### src/rtl/cal_rotator.sv
module cal_rotator #(
  parameter int N_ACT = 32,
  parameter int PW    = 16
) (
  input  logic                          clk,
  input  logic                          rst_n,
  input  logic                          en,
  input  logic [PW-1:0]                 period,
  output logic [N_ACT:0]                s1_close,
  output logic [N_ACT:0]                s2_cal,
  output logic [N_ACT*$clog2(N_ACT+1)-1:0] slot_map,
  output logic [$clog2(N_ACT+1)-1:0]    free_src,
  output logic                          busy,
  output logic                          cycle_done
);
  localparam int N_SRC = N_ACT + 1;
  localparam int IW    = $clog2(N_SRC);
  localparam int SW    = $clog2(N_ACT);
  localparam logic [IW-1:0] LAST = IW'(N_SRC - 1);

  typedef enum logic [2:0] {IDLE, SWAP, GAP, TOCAL, CAL, RELEASE, RETURN} st_t;

  st_t           state;
  logic [IW-1:0] map [N_ACT];
  logic [IW-1:0] spare;
  logic [IW-1:0] tgt;
  logic [SW-1:0] hit_slot;
  logic [PW-1:0] cnt;

  assign tgt      = (spare == LAST) ? '0 : spare + 1'b1;
  assign free_src = (state == IDLE || state == SWAP) ? spare : tgt;
  assign busy     = (state != IDLE);

  always_comb begin
    hit_slot = '0;
    for (int k = 0; k < N_ACT; k++)
      if (map[k] == tgt) hit_slot = k[SW-1:0];
  end

  for (genvar g = 0; g < N_ACT; g++) begin : g_flat
    assign slot_map[g*IW +: IW] = map[g];
  end

  always_comb begin
    s2_cal   = '0;
    s1_close = '0;
    if (state == TOCAL || state == CAL || state == RELEASE) s2_cal[tgt] = 1'b1;
    if (state == CAL) s1_close[tgt] = 1'b1;
  end

  always_ff @(posedge clk) begin
    if (!rst_n) begin
      state      <= IDLE;
      spare      <= LAST;
      cnt        <= '0;
      cycle_done <= 1'b0;
      for (int k = 0; k < N_ACT; k++) map[k] <= IW'(k);
    end else begin
      cycle_done <= 1'b0;
      case (state)
        IDLE:    if (en) state <= SWAP;
        SWAP: begin
          map[hit_slot] <= spare;
          state         <= GAP;
        end
        GAP:     state <= TOCAL;
        TOCAL: begin
          cnt   <= (period == '0) ? PW'(1) : period;
          state <= CAL;
        end
        CAL: begin
          if (cnt == PW'(1)) state <= RELEASE;
          else               cnt   <= cnt - 1'b1;
        end
        RELEASE: state <= RETURN;
        RETURN: begin
          spare      <= tgt;
          cycle_done <= (tgt == LAST);
          state      <= en ? SWAP : IDLE;
        end
        default: state <= IDLE;
      endcase
    end
  end

  logic [N_SRC-1:0] mapped;
  always_comb begin
    mapped = '0;
    for (int k = 0; k < N_ACT; k++) mapped[map[k]] = 1'b1;
  end

  AST_ONE_S2: assert property (@(posedge clk) disable iff (!rst_n) $onehot0(s2_cal));
  AST_ONE_S1: assert property (@(posedge clk) disable iff (!rst_n) $onehot0(s1_close));
  AST_S2_BEFORE_S1: assert property (@(posedge clk) disable iff (!rst_n) $rose(|s1_close) |-> $past(|s2_cal));
  AST_S1_OPEN_FIRST: assert property (@(posedge clk) disable iff (!rst_n) $fell(|s2_cal) |-> !$past(|s1_close));
  AST_S1_FALL_HOLDS_S2: assert property (@(posedge clk) disable iff (!rst_n) $fell(|s1_close) |-> |s2_cal);
  AST_MAP_DISTINCT: assert property (@(posedge clk) disable iff (!rst_n) $countones(mapped) == N_ACT);
  AST_CAL_UNMAPPED: assert property (@(posedge clk) disable iff (!rst_n) (mapped & s2_cal) == '0);
  AST_RETURN_FREE: assert property (@(posedge clk) disable iff (!rst_n) $fell(|s2_cal) |-> !mapped[free_src]);
  AST_DONE_PULSE: assert property (@(posedge clk) disable iff (!rst_n) cycle_done |=> !cycle_done);
  AST_IDLE_STILL: assert property (@(posedge clk) disable iff (!rst_n) !busy && $past(!busy) |-> $stable(slot_map));
endmodule

### config.mk
export PLATFORM = sky130hd
export DESIGN_NAME = cal_rotator
export DESIGN_NICKNAME = d
export VERILOG_FILES = /design/src/rtl/cal_rotator.sv
export SDC_FILE = /design/constraint.sdc
export NUM_CORES = 1
export LEC_CHECK = 0
export ABC_AREA = 1
export CAP_MARGIN = 30
export CORE_MARGIN = 2
export CORE_UTILIZATION = 30
export CTS_BUF_LIST = sky130_fd_sc_hd__clkbuf_16
export DETAILED_ROUTE_END_ITERATION = 8
export DONT_BUFFER_PORTS = 1
export SLEW_MARGIN = 0
export SYNTH_ARGS = -nofsm -noshare
export SYNTH_HDL_FRONTEND = slang
export SYNTH_SLANG_ARGS = --single-unit
### constraint.sdc
create_clock -name clk -period 7.74 [get_ports clk]
set_clock_uncertainty 0.1 [all_clocks]
set_input_delay 0.387 -clock clk [delete_from_list [all_inputs] [get_ports clk]]
set_output_delay 0.387 -clock clk [all_outputs]
set_load 0.005 [all_outputs]
==> results of run 1 <==
synthesized netlist by cell type, types with 7 or more instances:
master	instances	area share (%)
xnor2_1	97	7.0
nor3_1	68	2.8
buf_2	25	1.0
a21oi_1	19	0.78
nand3_1	75	3.1
edfxtp_1	192	47
inv_1	84	2.6
nand2_2	12	0.62
o2111ai_1	11	0.79
dfxtp_1	26	4.3
nand4_1	68	3.5
nor4_1	15	0.77
o211ai_1	9	0.55
buf_4	14	0.86
xor2_1	43	3.1
nor2_1	202	6.2
clkbuf_1	45	1.4
nand2_1	194	6.0
o21ai_0	41	1.7
buf_6	7	0.65
metrics by stage:
stage / utilization (%) / cells
6_report: 33.56 / 1833
5_1_grt: 33.56 / 1833
4_1_cts: 33.56 / 1833
3_5_place_dp: 31.34 / 1773
3_3_place_gp: 31.26 / 1771
2_1_floorplan: - / 1325
sequential cells by signal (all words and copies together), names as in the netlist:
| signal | flops |
|---|---|
| map | 192 |
| cycle_done | 1 |
| spare | 6 |
| state | 3 |
| cnt | 16 |
worst max-delay path: cells and delay by family, from the launching register on:
kind	cells	cell delay (ps)
adders and majority gates	1	320
and+or+nand+nor	16	3520
DFF	1	380
xor gates and xnor gates	1	160
buffers and inverters	6	1510
final timing paths:
kind / from / end / slack [ps] / depth (start not counted)
max: spare[0]$_SDFFE_PN0N_ / map[10][0]$_SDFFCE_PN0P_ / 1370 / 24
min: period[9] / cnt[9]$_SDFFE_PN0P_ / 10 / 2
max reg2reg: spare[0]$_SDFFE_PN0N_ / map[10][0]$_SDFFCE_PN0P_ / 1370 / 24
min reg2reg: cnt[9]$_SDFFE_PN0P_ / cnt[9]$_SDFFE_PN0P_ / 380 / 2
cell usage in the layout (no fill, tap or decap), drive strengths merged, types with 2 or more instances in the layout:
master and instances:
nand3b 3, nand2 210, a21oi 19, edfxtp 192, o22ai 3, nand3 82, o21ai 43, dfxtp 26
a31oi 5, and2 2, nor2 210, clkinv 12, ha 4, a211oi 5, or2 7, nor4 15
nor3 69, nor3b 2, inv 99, o2111ai 11, o221ai 5, dlygate4sd3 14, nand4 68, xnor2 97
clkbuf 25, xor2 43, o211ai 9, buf 16, o31ai 2
kinds of logic after synthesis:
family,count (synthesis),synth area share (%)
adder cells (fa/ha/maj),4,0.4105
AND/OR/NAND/NOR,669,25.48
flip-flops,218,51.55
AO/OA/AOI/OAI,110,5.695
XOR/XNOR,140,10.06
buffers and inverters,184,6.804
cell type report:
| cell class | count | area share [%] |
|---|---|---|
| repair buffers | 30 | 2.055 |
| clock inverters | 21 | 0.8968 |
| multi-input cells | 923 | 37.97 |
| flip-flops and latches | 218 | 46.93 |
| well taps | 525 | 4.904 |
| inverters | 91 | 2.569 |
| clock buffers | 25 | 4.671 |
per-layer routing:
layer / track usage [%] / up-vias
met4: 5.832 / 0
met1: 23.90 / 4682
met2: 32.18 / 444
met5: 0 / -
li1: - / 4485
met3: 7.792 / 57
power by group:
group | switching [mW] | internal (mW)
clock | 0.486 | 0.618
combinational | 0.183 | 0.0809
sequential | 0.0383 | 1.31
total | 0.707 | 2.01
repair_timing:
item / CTS / global route
hold endpoints to repair: 21 / 0
hold buffers: 14 / 0
buffers inserted: 0 / 0
==> impl_metrics.toml, run 1 <==
[floorplan]
boundaryPins = 285
dieArea_mm2 = 0.04227
die_x_um = 205.6
rows = 73
die_y_um = 205.6
coreArea_mm2 = 0.03991
initial_utilization_pct = 30.55

[sta]
maxSlewViolCount = 0
hold_ws_ps = 10.26
hold_violations = 0
worst_pin_slew_ps = 995.1
fin_crit_ps = 6374
min_period_over_period_pct = 82.35
finalSetupViolCount = 0
slew_headroom_pct = 33.57
rsz0062_at_grt = "false"
clock.fmax_ghz = 0.1569
fin_tns_setup_ps = 0
finalWorstSetupSlack_ps = 1366

[layout]
multi_input_area_mm2 = 0.005086
design_area_mm2 = 0.01339
diodes = 0
drive_gt1_share_pct = 7.416
fill_cells = 4021
seq_area_mm2 = 0.006286
areaGrowthSynthToFinish_pct = 9.851
fin_nets = 1312

[routing]
wl_met1_um = 16600
wl_um = 42430
drt-initial-drc-count = 719
wl_met3_um = 4948
wl_per_cell_um = 23.15
postRouteAntennaNets = 0
vias_per_cell = 5.274
remaining_drc_errors = 0
wl_met2_um = 19970
highest_layer = "met4"
drt-pass1-iter-count = 5
vias = 9668

[cts]
cts.repair.resized = 0
path_clk_slew_ps = 60
cts_buffer_depth = 3
cts_made_buffers = 25
cts_tree = "built"
clock-sinks = 218
h-tree-depth = 1
insertion_delay_ps = 540
ctsRootBufferMaster = "clkbuf_16"

[synth]
synth_nets = 1348
ys_seq_area_share_pct = 51.55
netlist_area_mm2 = 0.01219
ys_types = 54
synth_edf_count = 192
synth_area_per_cell_um2 = 9.202
async_flop_share_pct = 0
yosys_warnings = 0
ys_ff_latch = 218
synthCells = 1325
synth_ff_type = "edfxtp_1"

[status]
outcome = "finished, final reports clean"

[worst_setup_path]
critPathArrivalTime_ps = 6490
cp_max_fo = 39
criticalPathCategory = "register to register"
slowest_delay_ps = 750
startpoint_type = "register"
path_cells = "inv_2, ha_2, nand2_1, inv_1, nand3_4, nand2_2, buf_4, xnor2_1, inv_1, nand4_1, nor3_1, nor2_1, inv_1, nor2_1, inv_2, nor3_2, nand4_1, nor3_1, nand4_1, nor2_1, nand2_1, nor2_1, nand4_1, nand2_1"
worstSetupEndpointType = "register"
slowest_stage = "inv_2"
cp.required_ps = 7850

[grt]
grt_pass1_wl_um = 61940
antenna_found_initial = 0
grt-ovfl-total = 0
grt_max_degree = 46
track_usage_pct = 19.70
grt_pass1_vias = 9165

[placed_design]
post_dp_cell_area_mm2 = 0.01251
dp_worst_setup_slack_ps = 1341
port_buffers = 0
gp_congestion = 0.8040
place_hpwl_um = 29290

[pwr]
power_mw = 2.715
p_per_area_mw_per_mm2 = 202.7
leakage_nw = 4.501
ir_drop_mv = 0.1535

[worst_hold_path]
hp-class = "input port to register"

[run]
cap_violations = 0
No activity file was read; power rests on OpenSTA's default activity.
==> run 2: changes to the inputs <==
--- a/config.mk
+++ b/config.mk
@@ -5,7 +5,7 @@
 export SDC_FILE = /design/constraint.sdc
 export NUM_CORES = 1
 export LEC_CHECK = 0
-export ABC_AREA = 1
+export ABC_AREA = 0
 export CAP_MARGIN = 30
 export CORE_MARGIN = 2
 export CORE_UTILIZATION = 30
==> constraint.sdc (replaced) <==
create_clock -name clk -period 5.1 [get_ports clk]
set_clock_uncertainty 0.1 [all_clocks]
set_input_delay 0.255 -clock clk [delete_from_list [all_inputs] [get_ports clk]]
set_output_delay 0.255 -clock clk [all_outputs]
set_load 0.005 [all_outputs]
==> impl_metrics.toml, run 2 <==
[cts]
ctsRootBufferMaster = "clkbuf_16"
insertion_delay_ps = 570
path_clk_slew_ps = 60
cts_tree = "built"
cts_buffer_depth = 3
clock-sinks = 218
post_cts_buffers = 0
h-tree-depth = 1
cts.repair.resized = 0
cts_made_buffers = 27

[placed_design]
post_dp_cell_area_mm2 = 0.01475
place_hpwl_um = 45280
gp_congestion = 0.9653
placedCellCount = 1983
port_buffers = 0

[layout]
areaGrowthSynthToFinish_pct = 17.74
stdcell_count = 2053
layout_commonest_cell = "nor2_1"
diodes = 0
design_area_mm2 = 0.01590
top_register = "map"
fin_nets = 1464
final_cell_mix = "nor2_1, edfxtp_1, buf_4, nand2_1, xnor2_1"
drive_gt1_share_pct = 15.33
largest_reg_flops = 192
reg_top3 = "map: 192 flops, cnt: 16 flops, spare: 6 flops"

[worst_setup_path]
critPathArrivalTime_ps = 5330
path_cells = "ha_1, buf_4, nand2b_1, buf_4, o21ai_2, a21oi_1, a2111o_1, or4_1, a311oi_1, nand4bb_2, a31oi_4, buf_4, o21ai_0, a31oi_1, buf_4"
cp.required_ps = 5310
path_delay_family = "compound AO/OA/AOI/OAI gates"
slowest_delay_ps = 740
worstSetupEndpointType = "register"
criticalPathCategory = "register to register"
cp_max_fo = 7
ff2ff_setup_slack_ps = -10
startpoint_type = "register"
cp_common_cell = "buf_4"
slowest_stage = "o21ai_0"
cp_num_buf_inv = 4

[synth]
ys_seq_area_share_pct = 46.56
synth_ff_type = "edfxtp_1"
synth_adder_area_share_pct = 0.3707
yosysTopAreaCell = "edfxtp_1"
synth-compound-area-share_pct = 12.88
async_flop_share_pct = 0
synth_xor_area_share_pct = 11.41
synth-simple-area-share_pct = 23.00
ys_types = 94
synthCells = 1367
synth.most_common_cell = "nor2_1"
synth.mux.area_fraction_pct = 1.446
synth_top_family_by_area = "simple AND/OR/NAND/NOR gates"
synth_top_area_share_pct = 42.70
yosys-top-cells-count = "nor2_1, edfxtp_1, nand2_1"
yosys_warnings = 0
yosys-top-cells-area = "edfxtp_1, xnor2_1, nor2_1"
synth_edf_count = 192
synth_nets = 1390
synth_area_per_cell_um2 = 9.877
ys_ff_latch = 218
netlist_area_mm2 = 0.01350

[floorplan]
die_x_um = 216.1
dieArea_mm2 = 0.04672
rows = 77
die_y_um = 216.1
initial_utilization_pct = 30.47
boundaryPins = 285
coreArea_mm2 = 0.04432

[grt]
grt_pass1_vias = 11410
grt_max_degree = 31
track_usage_pct = 25.03
grt-ovfl-total = 0
grt_pass1_wl_um = 85220
antenna_found_initial = 1

[pwr]
ir_drop_mv = 0.2265
p_per_area_mw_per_mm2 = 271.2
leakage_nw = 5.092
power_mw = 4.311

[sta]
fin_tns_setup_ps = -32.68
clock.fmax_ghz = 0.1957
fin_crit_ps = 5111
worst_pin_slew_ps = 1053
hold_violations = 6
maxSlewViolCount = 0
finalWorstSetupSlack_ps = -10.99
rsz0062_at_grt = "false"
finalSetupViolCount = 3
slew_headroom_pct = 29.46
hold_ws_ps = -24.43
min_period_over_period_pct = 100.2

[routing]
drt-initial-drc-count = 1344
postRouteAntennaNets = 0
wl_per_cell_um = 29.56
drt-pass1-iter-count = 6
remaining_drc_errors = 0
wl_um = 60690
vias_per_cell = 5.913
vias = 12140

[worst_hold_path]
hp-class = "input port to register"

[run]
cap_violations = 0

[status]
outcome = "complete, but fails checks"
violations = "negative hold slack, negative setup slack"
[run 2: layout make-up]
cell class | count | area, um2
fillers | 4518 | 28420
multi-input cells | 1034 | 6664
flip-flops and latches | 218 | 6287
repair buffers | 148 | 1234
well taps | 592 | 740.7
clock buffers | 27 | 675.6
clock inverters | 22 | 250.2
inverters | 12 | 45.04
[run 2: worst paths after layout]
check / startpoint / endpoint / cells after the start
min: rst_n / map[10][2]$_SDFFCE_PN0P_ / 2
max: spare[0]$_SDFFE_PN0N_ / map[0][2]$_SDFFCE_PN0P_ / 15
min reg2reg: cnt[1]$_SDFFE_PN0P_ / cnt[1]$_SDFFE_PN0P_ / 2
max reg2reg: spare[0]$_SDFFE_PN0N_ / map[0][2]$_SDFFCE_PN0P_ / 15
[run 2: what timing repair did]
action	4_1_cts	5_1_grt
endpoints found under the setup margin	0	0
hold endpoints to repair	162	0
hold buffers	20	0
[run 2: where the power goes]
group	switching, mW	internal, mW	leakage [nW]
registers	0.0637	1.98	1.88
logic	0.142	0.0885	2.76
clock network	0.821	1.22	0.453
total	1.03	3.28	5.09
[run 2: routing by layer]
metal	GRT usage, %	wire length [um]	vias to the layer above
li1	-	-	5197
met1	30.89	22820	6016
met2	39.40	27320	773
met3	9.039	7684	153
met4	10.78	2859	0
met5	0	0	-
[run 2: kinds of logic (layout without fill, tap and decap cells)]
| family | count (synthesis) | after routing |
|---|---|---|
| AO/OA/AOI/OAI | 246 | 246 |
| adder cells (fa/ha/maj) | 4 | 4 |
| buffers and inverters | 115 | 209 |
| multiplexers | 19 | 19 |
| XOR/XNOR | 144 | 144 |
| flip-flops | 218 | 218 |
| AND/OR/NAND/NOR | 621 | 621 |
[run 2: stage by stage]
step,util (%),setup WS (ps)
floorplan,-,249.4
detailed placement,33.29,175.5
finish,35.87,-10.99
global route,35.87,2.307
global placement,33.29,166.8
CTS,35.85,157.8
